**config.mk**
```make
export PLATFORM = sky130hd
export DESIGN_NAME = chain_reader
export DESIGN_NICKNAME = d
export VERILOG_FILES = /design/src/rtl/chain_reader_pkg.sv /design/src/rtl/chain_reader_sync.sv /design/src/rtl/chain_reader_sclk.sv /design/src/rtl/chain_reader_shift.sv /design/src/rtl/chain_reader.sv
export SDC_FILE = /design/constraint.sdc
export NUM_CORES = 1
export LEC_CHECK = 0
export ABC_AREA = 1
export BUFFER_PORTS_ARGS = -buffer_cell sky130_fd_sc_hd__buf_2
export CAP_MARGIN = 20
export CELL_PAD_IN_SITES_DETAIL_PLACEMENT = 1
export CELL_PAD_IN_SITES_GLOBAL_PLACEMENT = 2
export CORE_ASPECT_RATIO = 1.25
export CORE_MARGIN = 2
export CORE_UTILIZATION = 37
export CTS_BUF_LIST = sky130_fd_sc_hd__clkbuf_8
export CTS_CLUSTER_DIAMETER = 30
export DETAILED_ROUTE_END_ITERATION = 6
export HOLD_SLACK_MARGIN = 0.1
export PLACE_DENSITY = 0.93
export SETUP_SLACK_MARGIN = 0.4
export SYNTH_ARGS = -nofsm -noshare
export SYNTH_HDL_FRONTEND = slang
export SYNTH_SLANG_ARGS = --single-unit
```
**constraint.sdc**
```tcl
create_clock -name clk -period 1.77 [get_ports clk]
set_input_delay 0.2655 -clock clk [delete_from_list [all_inputs] [get_ports clk]]
set_output_delay 0.2655 -clock clk [all_outputs]
set_load 0.05 [all_outputs]
```
**src/rtl/chain_reader_pkg.sv**
```systemverilog
package chain_reader_pkg;

  // Sequencer phases
  typedef enum logic [1:0] {
    ST_IDLE = 2'd0,  // strobe low, clock parked high
    ST_WAIT = 2'd1,  // strobe high, waiting for ready edge
    ST_READ = 2'd2   // strobe high, serial clock running
  } rd_state_e;

endpackage

```
**src/rtl/chain_reader_sync.sv**
```systemverilog
// Multi-stage synchronizer for the incoming serial line plus rising-edge detect.
module chain_reader_sync #(
  parameter int STAGES = 2
) (
  input  logic clk,
  input  logic rst_n,
  input  logic d_i,
  output logic q_o,
  output logic rise_o
);

  logic [STAGES-1:0] sh_q;
  logic [STAGES-1:0] sh_d;
  logic              prev_q;

  always_comb begin
    sh_d = {sh_q[STAGES-2:0], d_i};
  end

  always_ff @(posedge clk or negedge rst_n) begin
    if (!rst_n) begin
      sh_q   <= '0;
      prev_q <= 1'b0;
    end else begin
      sh_q   <= sh_d;
      prev_q <= sh_q[STAGES-1];
    end
  end

  assign q_o    = sh_q[STAGES-1];
  assign rise_o = sh_q[STAGES-1] & ~prev_q;

endmodule

```
**src/rtl/chain_reader_sclk.sv**
```systemverilog
// Serial clock phase generator: parks high when not running, otherwise
// toggles every (half_i + 1) system clocks. Flags the cycle before each edge.
module chain_reader_sclk #(
  parameter int DIV_W = 8
) (
  input  logic             clk,
  input  logic             rst_n,
  input  logic             run_i,
  input  logic [DIV_W-1:0] half_i,
  output logic             sck_o,
  output logic             fall_o,
  output logic             rise_o
);

  logic [DIV_W-1:0] cnt_q, cnt_d;
  logic             sck_q, sck_d;
  logic             at_end;

  assign at_end = (cnt_q == half_i);

  always_comb begin
    cnt_d = cnt_q;
    sck_d = sck_q;
    if (!run_i) begin
      cnt_d = '0;
      sck_d = 1'b1;
    end else if (at_end) begin
      cnt_d = '0;
      sck_d = ~sck_q;
    end else begin
      cnt_d = cnt_q + 1'b1;
    end
  end

  always_ff @(posedge clk or negedge rst_n) begin
    if (!rst_n) begin
      cnt_q <= '0;
      sck_q <= 1'b1;
    end else begin
      cnt_q <= cnt_d;
      sck_q <= sck_d;
    end
  end

  assign sck_o  = sck_q;
  assign fall_o = run_i & at_end & sck_q;
  assign rise_o = run_i & at_end & ~sck_q;

endmodule

```
**src/rtl/chain_reader_shift.sv**
```systemverilog
// Capture shift register: drops the first sample (ready flag), packs the
// rest MSB first, and reorders into nearest-first word slots on load.
module chain_reader_shift #(
  parameter int N_DEV  = 3,
  parameter int WORD_W = 16
) (
  input  logic                    clk,
  input  logic                    rst_n,
  input  logic                    clr_i,
  input  logic                    cap_i,
  input  logic                    bit_i,
  input  logic                    load_i,
  output logic [N_DEV*WORD_W-1:0] data_o
);

  localparam int TOT_W = N_DEV * WORD_W;

  logic [TOT_W-1:0] sr_q, sr_d;
  logic [TOT_W-1:0] dat_q, dat_d;
  logic [TOT_W-1:0] ordered;
  logic             first_q, first_d;

  // First captured word sits at the top of the shift register.
  for (genvar gi = 0; gi < N_DEV; gi++) begin : g_reorder
    assign ordered[gi*WORD_W +: WORD_W] = sr_q[(N_DEV-1-gi)*WORD_W +: WORD_W];
  end

  always_comb begin
    sr_d    = sr_q;
    first_d = first_q;
    dat_d   = dat_q;
    if (clr_i) begin
      first_d = 1'b1;
    end else if (cap_i) begin
      if (first_q) begin
        first_d = 1'b0;
      end else begin
        sr_d = {sr_q[TOT_W-2:0], bit_i};
      end
    end
    if (load_i) begin
      dat_d = ordered;
    end
  end

  always_ff @(posedge clk or negedge rst_n) begin
    if (!rst_n) begin
      sr_q    <= '0;
      first_q <= 1'b1;
      dat_q   <= '0;
    end else begin
      sr_q    <= sr_d;
      first_q <= first_d;
      dat_q   <= dat_d;
    end
  end

  assign data_o = dat_q;

endmodule

```
**src/rtl/chain_reader.sv**
```systemverilog
// Host-side sequencer for a daisy chain of 16-bit converters on one serial port.
module chain_reader #(
  parameter int N_DEV       = 3,
  parameter int WORD_W      = 16,
  parameter int DIV_W       = 8,
  parameter int SYNC_STAGES = 2,
  parameter int TMO_CYC     = 1024
) (
  input  logic                    clk,
  input  logic                    rst_n,
  input  logic                    start_i,
  input  logic [DIV_W-1:0]        div_i,
  input  logic                    sdo_i,
  output logic                    cnv_o,
  output logic                    sck_o,
  output logic [N_DEV*WORD_W-1:0] data_o,
  output logic                    valid_o,
  output logic                    busy_o,
  output logic                    err_o
);
  import chain_reader_pkg::*;

  localparam int TOTAL = N_DEV * WORD_W + 1;   // falling edges per readback
  localparam int FW    = $clog2(TOTAL + 1);
  localparam int TW    = $clog2(TMO_CYC + 1);
  localparam logic [DIV_W-1:0] MIN_DIV = DIV_W'(SYNC_STAGES);

  rd_state_e        st_q, st_d;
  logic [FW-1:0]    fcnt_q, fcnt_d;
  logic [TW-1:0]    tmo_q, tmo_d;
  logic [DIV_W-1:0] div_q, div_d;
  logic             cnv_q, cnv_d;
  logic             busy_q, busy_d;
  logic             valid_q, valid_d;
  logic             err_q, err_d;
  logic             clr, cap, load;

  logic sdo_s, sdo_rise;
  logic run, sck_fall, sck_rise;

  chain_reader_sync #(.STAGES(SYNC_STAGES)) u_sync (
    .clk    (clk),
    .rst_n  (rst_n),
    .d_i    (sdo_i),
    .q_o    (sdo_s),
    .rise_o (sdo_rise)
  );

  assign run = (st_q == ST_READ);

  chain_reader_sclk #(.DIV_W(DIV_W)) u_sclk (
    .clk    (clk),
    .rst_n  (rst_n),
    .run_i  (run),
    .half_i (div_q),
    .sck_o  (sck_o),
    .fall_o (sck_fall),
    .rise_o (sck_rise)
  );

  chain_reader_shift #(.N_DEV(N_DEV), .WORD_W(WORD_W)) u_shift (
    .clk    (clk),
    .rst_n  (rst_n),
    .clr_i  (clr),
    .cap_i  (cap),
    .bit_i  (sdo_s),
    .load_i (load),
    .data_o (data_o)
  );

  // Next-state logic
  always_comb begin
    st_d    = st_q;
    fcnt_d  = fcnt_q;
    tmo_d   = tmo_q;
    div_d   = div_q;
    cnv_d   = cnv_q;
    busy_d  = busy_q;
    err_d   = err_q;
    valid_d = 1'b0;
    clr     = 1'b0;
    cap     = 1'b0;
    load    = 1'b0;
    unique case (st_q)
      ST_IDLE: begin
        if (start_i) begin
          st_d   = ST_WAIT;
          cnv_d  = 1'b1;
          busy_d = 1'b1;
          err_d  = 1'b0;
          tmo_d  = '0;
          fcnt_d = '0;
          clr    = 1'b1;
          div_d  = (div_i < MIN_DIV) ? MIN_DIV : div_i;
        end
      end
      ST_WAIT: begin
        if (sdo_rise) begin
          st_d = ST_READ;
        end else if (tmo_q == TW'(TMO_CYC - 1)) begin
          st_d   = ST_IDLE;
          cnv_d  = 1'b0;
          busy_d = 1'b0;
          err_d  = 1'b1;
        end else begin
          tmo_d = tmo_q + 1'b1;
        end
      end
      ST_READ: begin
        if (sck_fall) begin
          fcnt_d = fcnt_q + 1'b1;
          cap    = 1'b1;
        end
        if (sck_rise && (fcnt_q == FW'(TOTAL))) begin
          st_d    = ST_IDLE;
          cnv_d   = 1'b0;
          busy_d  = 1'b0;
          valid_d = 1'b1;
          load    = 1'b1;
        end
      end
      default: begin
        st_d   = ST_IDLE;
        cnv_d  = 1'b0;
        busy_d = 1'b0;
      end
    endcase
  end

  // State registers
  always_ff @(posedge clk or negedge rst_n) begin
    if (!rst_n) begin
      st_q    <= ST_IDLE;
      fcnt_q  <= '0;
      tmo_q   <= '0;
      div_q   <= MIN_DIV;
      cnv_q   <= 1'b0;
      busy_q  <= 1'b0;
      valid_q <= 1'b0;
      err_q   <= 1'b0;
    end else begin
      st_q    <= st_d;
      fcnt_q  <= fcnt_d;
      tmo_q   <= tmo_d;
      div_q   <= div_d;
      cnv_q   <= cnv_d;
      busy_q  <= busy_d;
      valid_q <= valid_d;
      err_q   <= err_d;
    end
  end

  assign cnv_o   = cnv_q;
  assign busy_o  = busy_q;
  assign valid_o = valid_q;
  assign err_o   = err_q;

endmodule

```
==> impl_results.md <==
- Status: finished clean
- Synth Warn #: 0
- WL per Instance: between 15 and 20 µm
- Syn avg cell area: ~8.7 µm²
- Pleak: roughly 0.0041 µW
- Drc violations: 0
- Type of origin of the critical path: flip-flop
- M3 GR Usage: 0.0379
- I/O Buffers: 64
- Most frequent cells in the layout: nand2_1, dfrtp_1, nand4_1
- Critical Path Most Common Cell: nand2_1
- Pre-CTS setup slack: roughly 0.12 ns
- Rel. slew slack: 0.669
- Unrepaired setup endpoints after global routing: yes
- Grt ovf: 0
- Die height: 146 µm
- R2R depth: 9
- Vias post-DR: about 5300
- Skew final: ~0.013 ns
- Clock root cell: clkbuf_8
- WL final: 17900 µm
- Mapped Cells: ~690
- Antenna violations before repair: 0
- WP data required: roughly 2.2 ns
- VDD IR max: 0.000480 V
- GRT Total Usage: 0.211
- Initial Util: 0.374
- Min-delay worst type: input pin to async pin
- Starting DRT DRC Count: ~260
- Master of the slowest instance on the critical path: dfrtp_1
- Mapped Nets: roughly 710
- Area leader, netlist: dfrtp_1
- Crit share post-route: 0.979
- Clock Sinks: between 100 and 150
- Synth top area cells: dfrtp_1, nand2_1, nand4_1
- Core area: about 16000 µm²
- CTS buffer count: 17
- Fmax: slightly below 600 MHz
- PwrDens: 1090 nW/µm²
- Diode count: 0
- Fillcell total: approximately 1900
- Final worst setup slack: 0.0369 ns
- Post-route ant nets: 0
- Later-pin clock latency in the skew report: between 0.4 and 0.5 ns
- Pre-antenna DRT Iters: 5
- Final GP Congestion: roughly 0.77
- Vias in the first global route: roughly 5700
- Largest net degree at the start of global routing: 50
- Commonest non-fill, non-tap cell in the layout: nand2_1
- Fin crit period: 1.73 ns
- Syn-to-layout area delta: 29.6%
- CP Class: flip-flop to flip-flop
- Final hold vios: 0
- Worst-path cell chain: xnor2_2, nand2_1, nor2_4, nand2_2, clkinv_4, buf_4, clkbuf_16, nand4_1, nand2_1
- Measured slew at the worst slew-check pin: just under 0.5 ns
- Layout net count: 820
- # IOs: 65
- Seq/Total Area, Yosys: 0.580
- Setup Viol. Count Final: 0
- Clock transition at path regs: 0.09 ns
- Worst setup EP type: flip-flop
- Reg-to-Reg End: u_shift.sr_q[35]
- Max incr delay on CP: around 0.44 ns
- Synth cell types: 31
- Crit Path Max Fanout: 12
- Die ar.: between 15000 and 20000 µm²
- CTS tree: done
- Worst EP arrival: 2.13 ns
- Max-cap violations: 0
- FF+latch count, synth: between 100 and 150
- Total Neg Setup Slack: 0 ns
- Synth top area share: 0.567
- Share of cells above drive strength 1: 0.238
- Gr busiest metal: met2
- Vias per cell: around 5
- R2r setup slk: ~0.037 ns
- M1 GR Usage: 0.250
- Num rows: between 50 and 60
- Post-detail-place hpwl: roughly 10000 µm
- First-pass GRT wire length: between 20000 and 30000 µm
- GR Util met2: 0.388
- DIE WIDTH: approximately 120 µm
- WHS: 0.315 ns
- Max Slew Vio Count: 0
- CTS Buffer Depth: 2
- Reg2reg start: div_q[3]
- H-tree depth: 4
- Synthesized area: between 6000 and 7000 µm²
## registers in the layout (all words and copies together) (netlist names)
signal           count
busy_o               1
div_q                8
err_o                1
fcnt_q               6
st_q                 2
tmo_q               11
u_sclk.cnt_q         8
u_sclk.sck_o         1
u_shift.data_o      48
u_shift.first_q      1
u_shift.sr_q        48
u_sync.prev_q        1
u_sync.sh_q          2
valid_o              1
## synthesized netlist by cell type (all sizes together)
library cell / n
nand2: 328
dfrtp: 136
nand4: 53
nor2: 37
inv: 34
buf: 26
o21ai: 17
nand3: 15
clkbuf: 7
xnor2: 7
xor2: 7
nor3: 6
ha: 4
a21oi: 3
dfstp: 3
nor3b: 2
o22ai: 2
a31o: 1
nand3b: 1
nor4: 1
o21a: 1
o21bai: 1
## timing repair
| action | in CTS | in global routing |
|---|---|---|
| buffers inserted | 24 | 3 |
| setup endpoints to repair | 147 | 173 |
| resized for setup | 59 | 8 |
| hold buffers | 10 | 0 |
| endpoints found under the hold margin | 50 | 0 |
| gates cloned | 5 | 2 |
| pin swaps | 10 | 2 |
## metal layers
| metal | up-vias | part of all wire |
|---|---|---|
| li1 | 2439 | - |
| met1 | 2719 | 0.41 |
| met2 | 74 | 0.55 |
| met3 | 24 | 0.028 |
| met4 | 0 | 0.018 |
| met5 | - | 0 |
## critical path: cells and delay by family, from the launching register on
| kind | cells | cell delay, ns |
|---|---|---|
| xor+xnor | 1 | 0.25 |
| buf+inv | 3 | 0.42 |
| flops | 1 | 0.44 |
| simple gates | 5 | 0.58 |
## logic make-up after synthesis
kind of cell | Yosys count | share of synthesized area
AO/OA/AOI/OAI | 25 | 0.0227
XOR/XNOR | 14 | 0.0204
adder cells (fa/ha/maj) | 4 | 0.00834
buffers and inverters | 67 | 0.0548
flip-flops | 139 | 0.580
AND/OR/NAND/NOR | 443 | 0.314
## per-stage QoR
step	area, µm²	util	std cells	power, µW
finish	7780	0.484	1032	8510
global route	7780	0.484	1032	8890
CTS	7680	0.478	1027	8410
detailed placement	6630	0.412	957	5010
global placement	6630	0.412	957	4950
floorplan	6030	-	692	4530
## worst max path at each step
stage | slack (ns) | cells past startpoint | startpoint | endpoint
after floorplan | 0.29 | 11 | div_q[1] | u_shift.sr_q[27]
after global placement | 0.18 | 8 | tmo_q[0] | tmo_q[0]
after detailed placement | 0.12 | 9 | div_q[1] | u_shift.data_o[19]
after CTS | 0.16 | 10 | div_q[1] | u_shift.sr_q[14]
after global routing | 0.008 | 9 | div_q[3] | u_shift.sr_q[35]
final | 0.04 | 9 | div_q[3] | u_shift.sr_q[35]
## area by class of cell
cell class | count | area [µm²] | area share
clock buffers | 19 | 262 | 0.0336
clock inverters | 12 | 163 | 0.0209
inverters | 34 | 143 | 0.0183
multi-input cells | 486 | 2330 | 0.300
flip-flops and latches | 139 | 3480 | 0.447
well taps | 216 | 270 | 0.0347
repair buffers | 126 | 1130 | 0.145
## power breakdown
part,switching [µW],total (µW),leakage [µW],internal [µW]
Combinational,1310,2170,0.00201,865
Sequential,168,3530,0.00191,3360
Clock,1320,2800,0.000210,1480
Note: power is estimated with default switching activity, not from simulation.
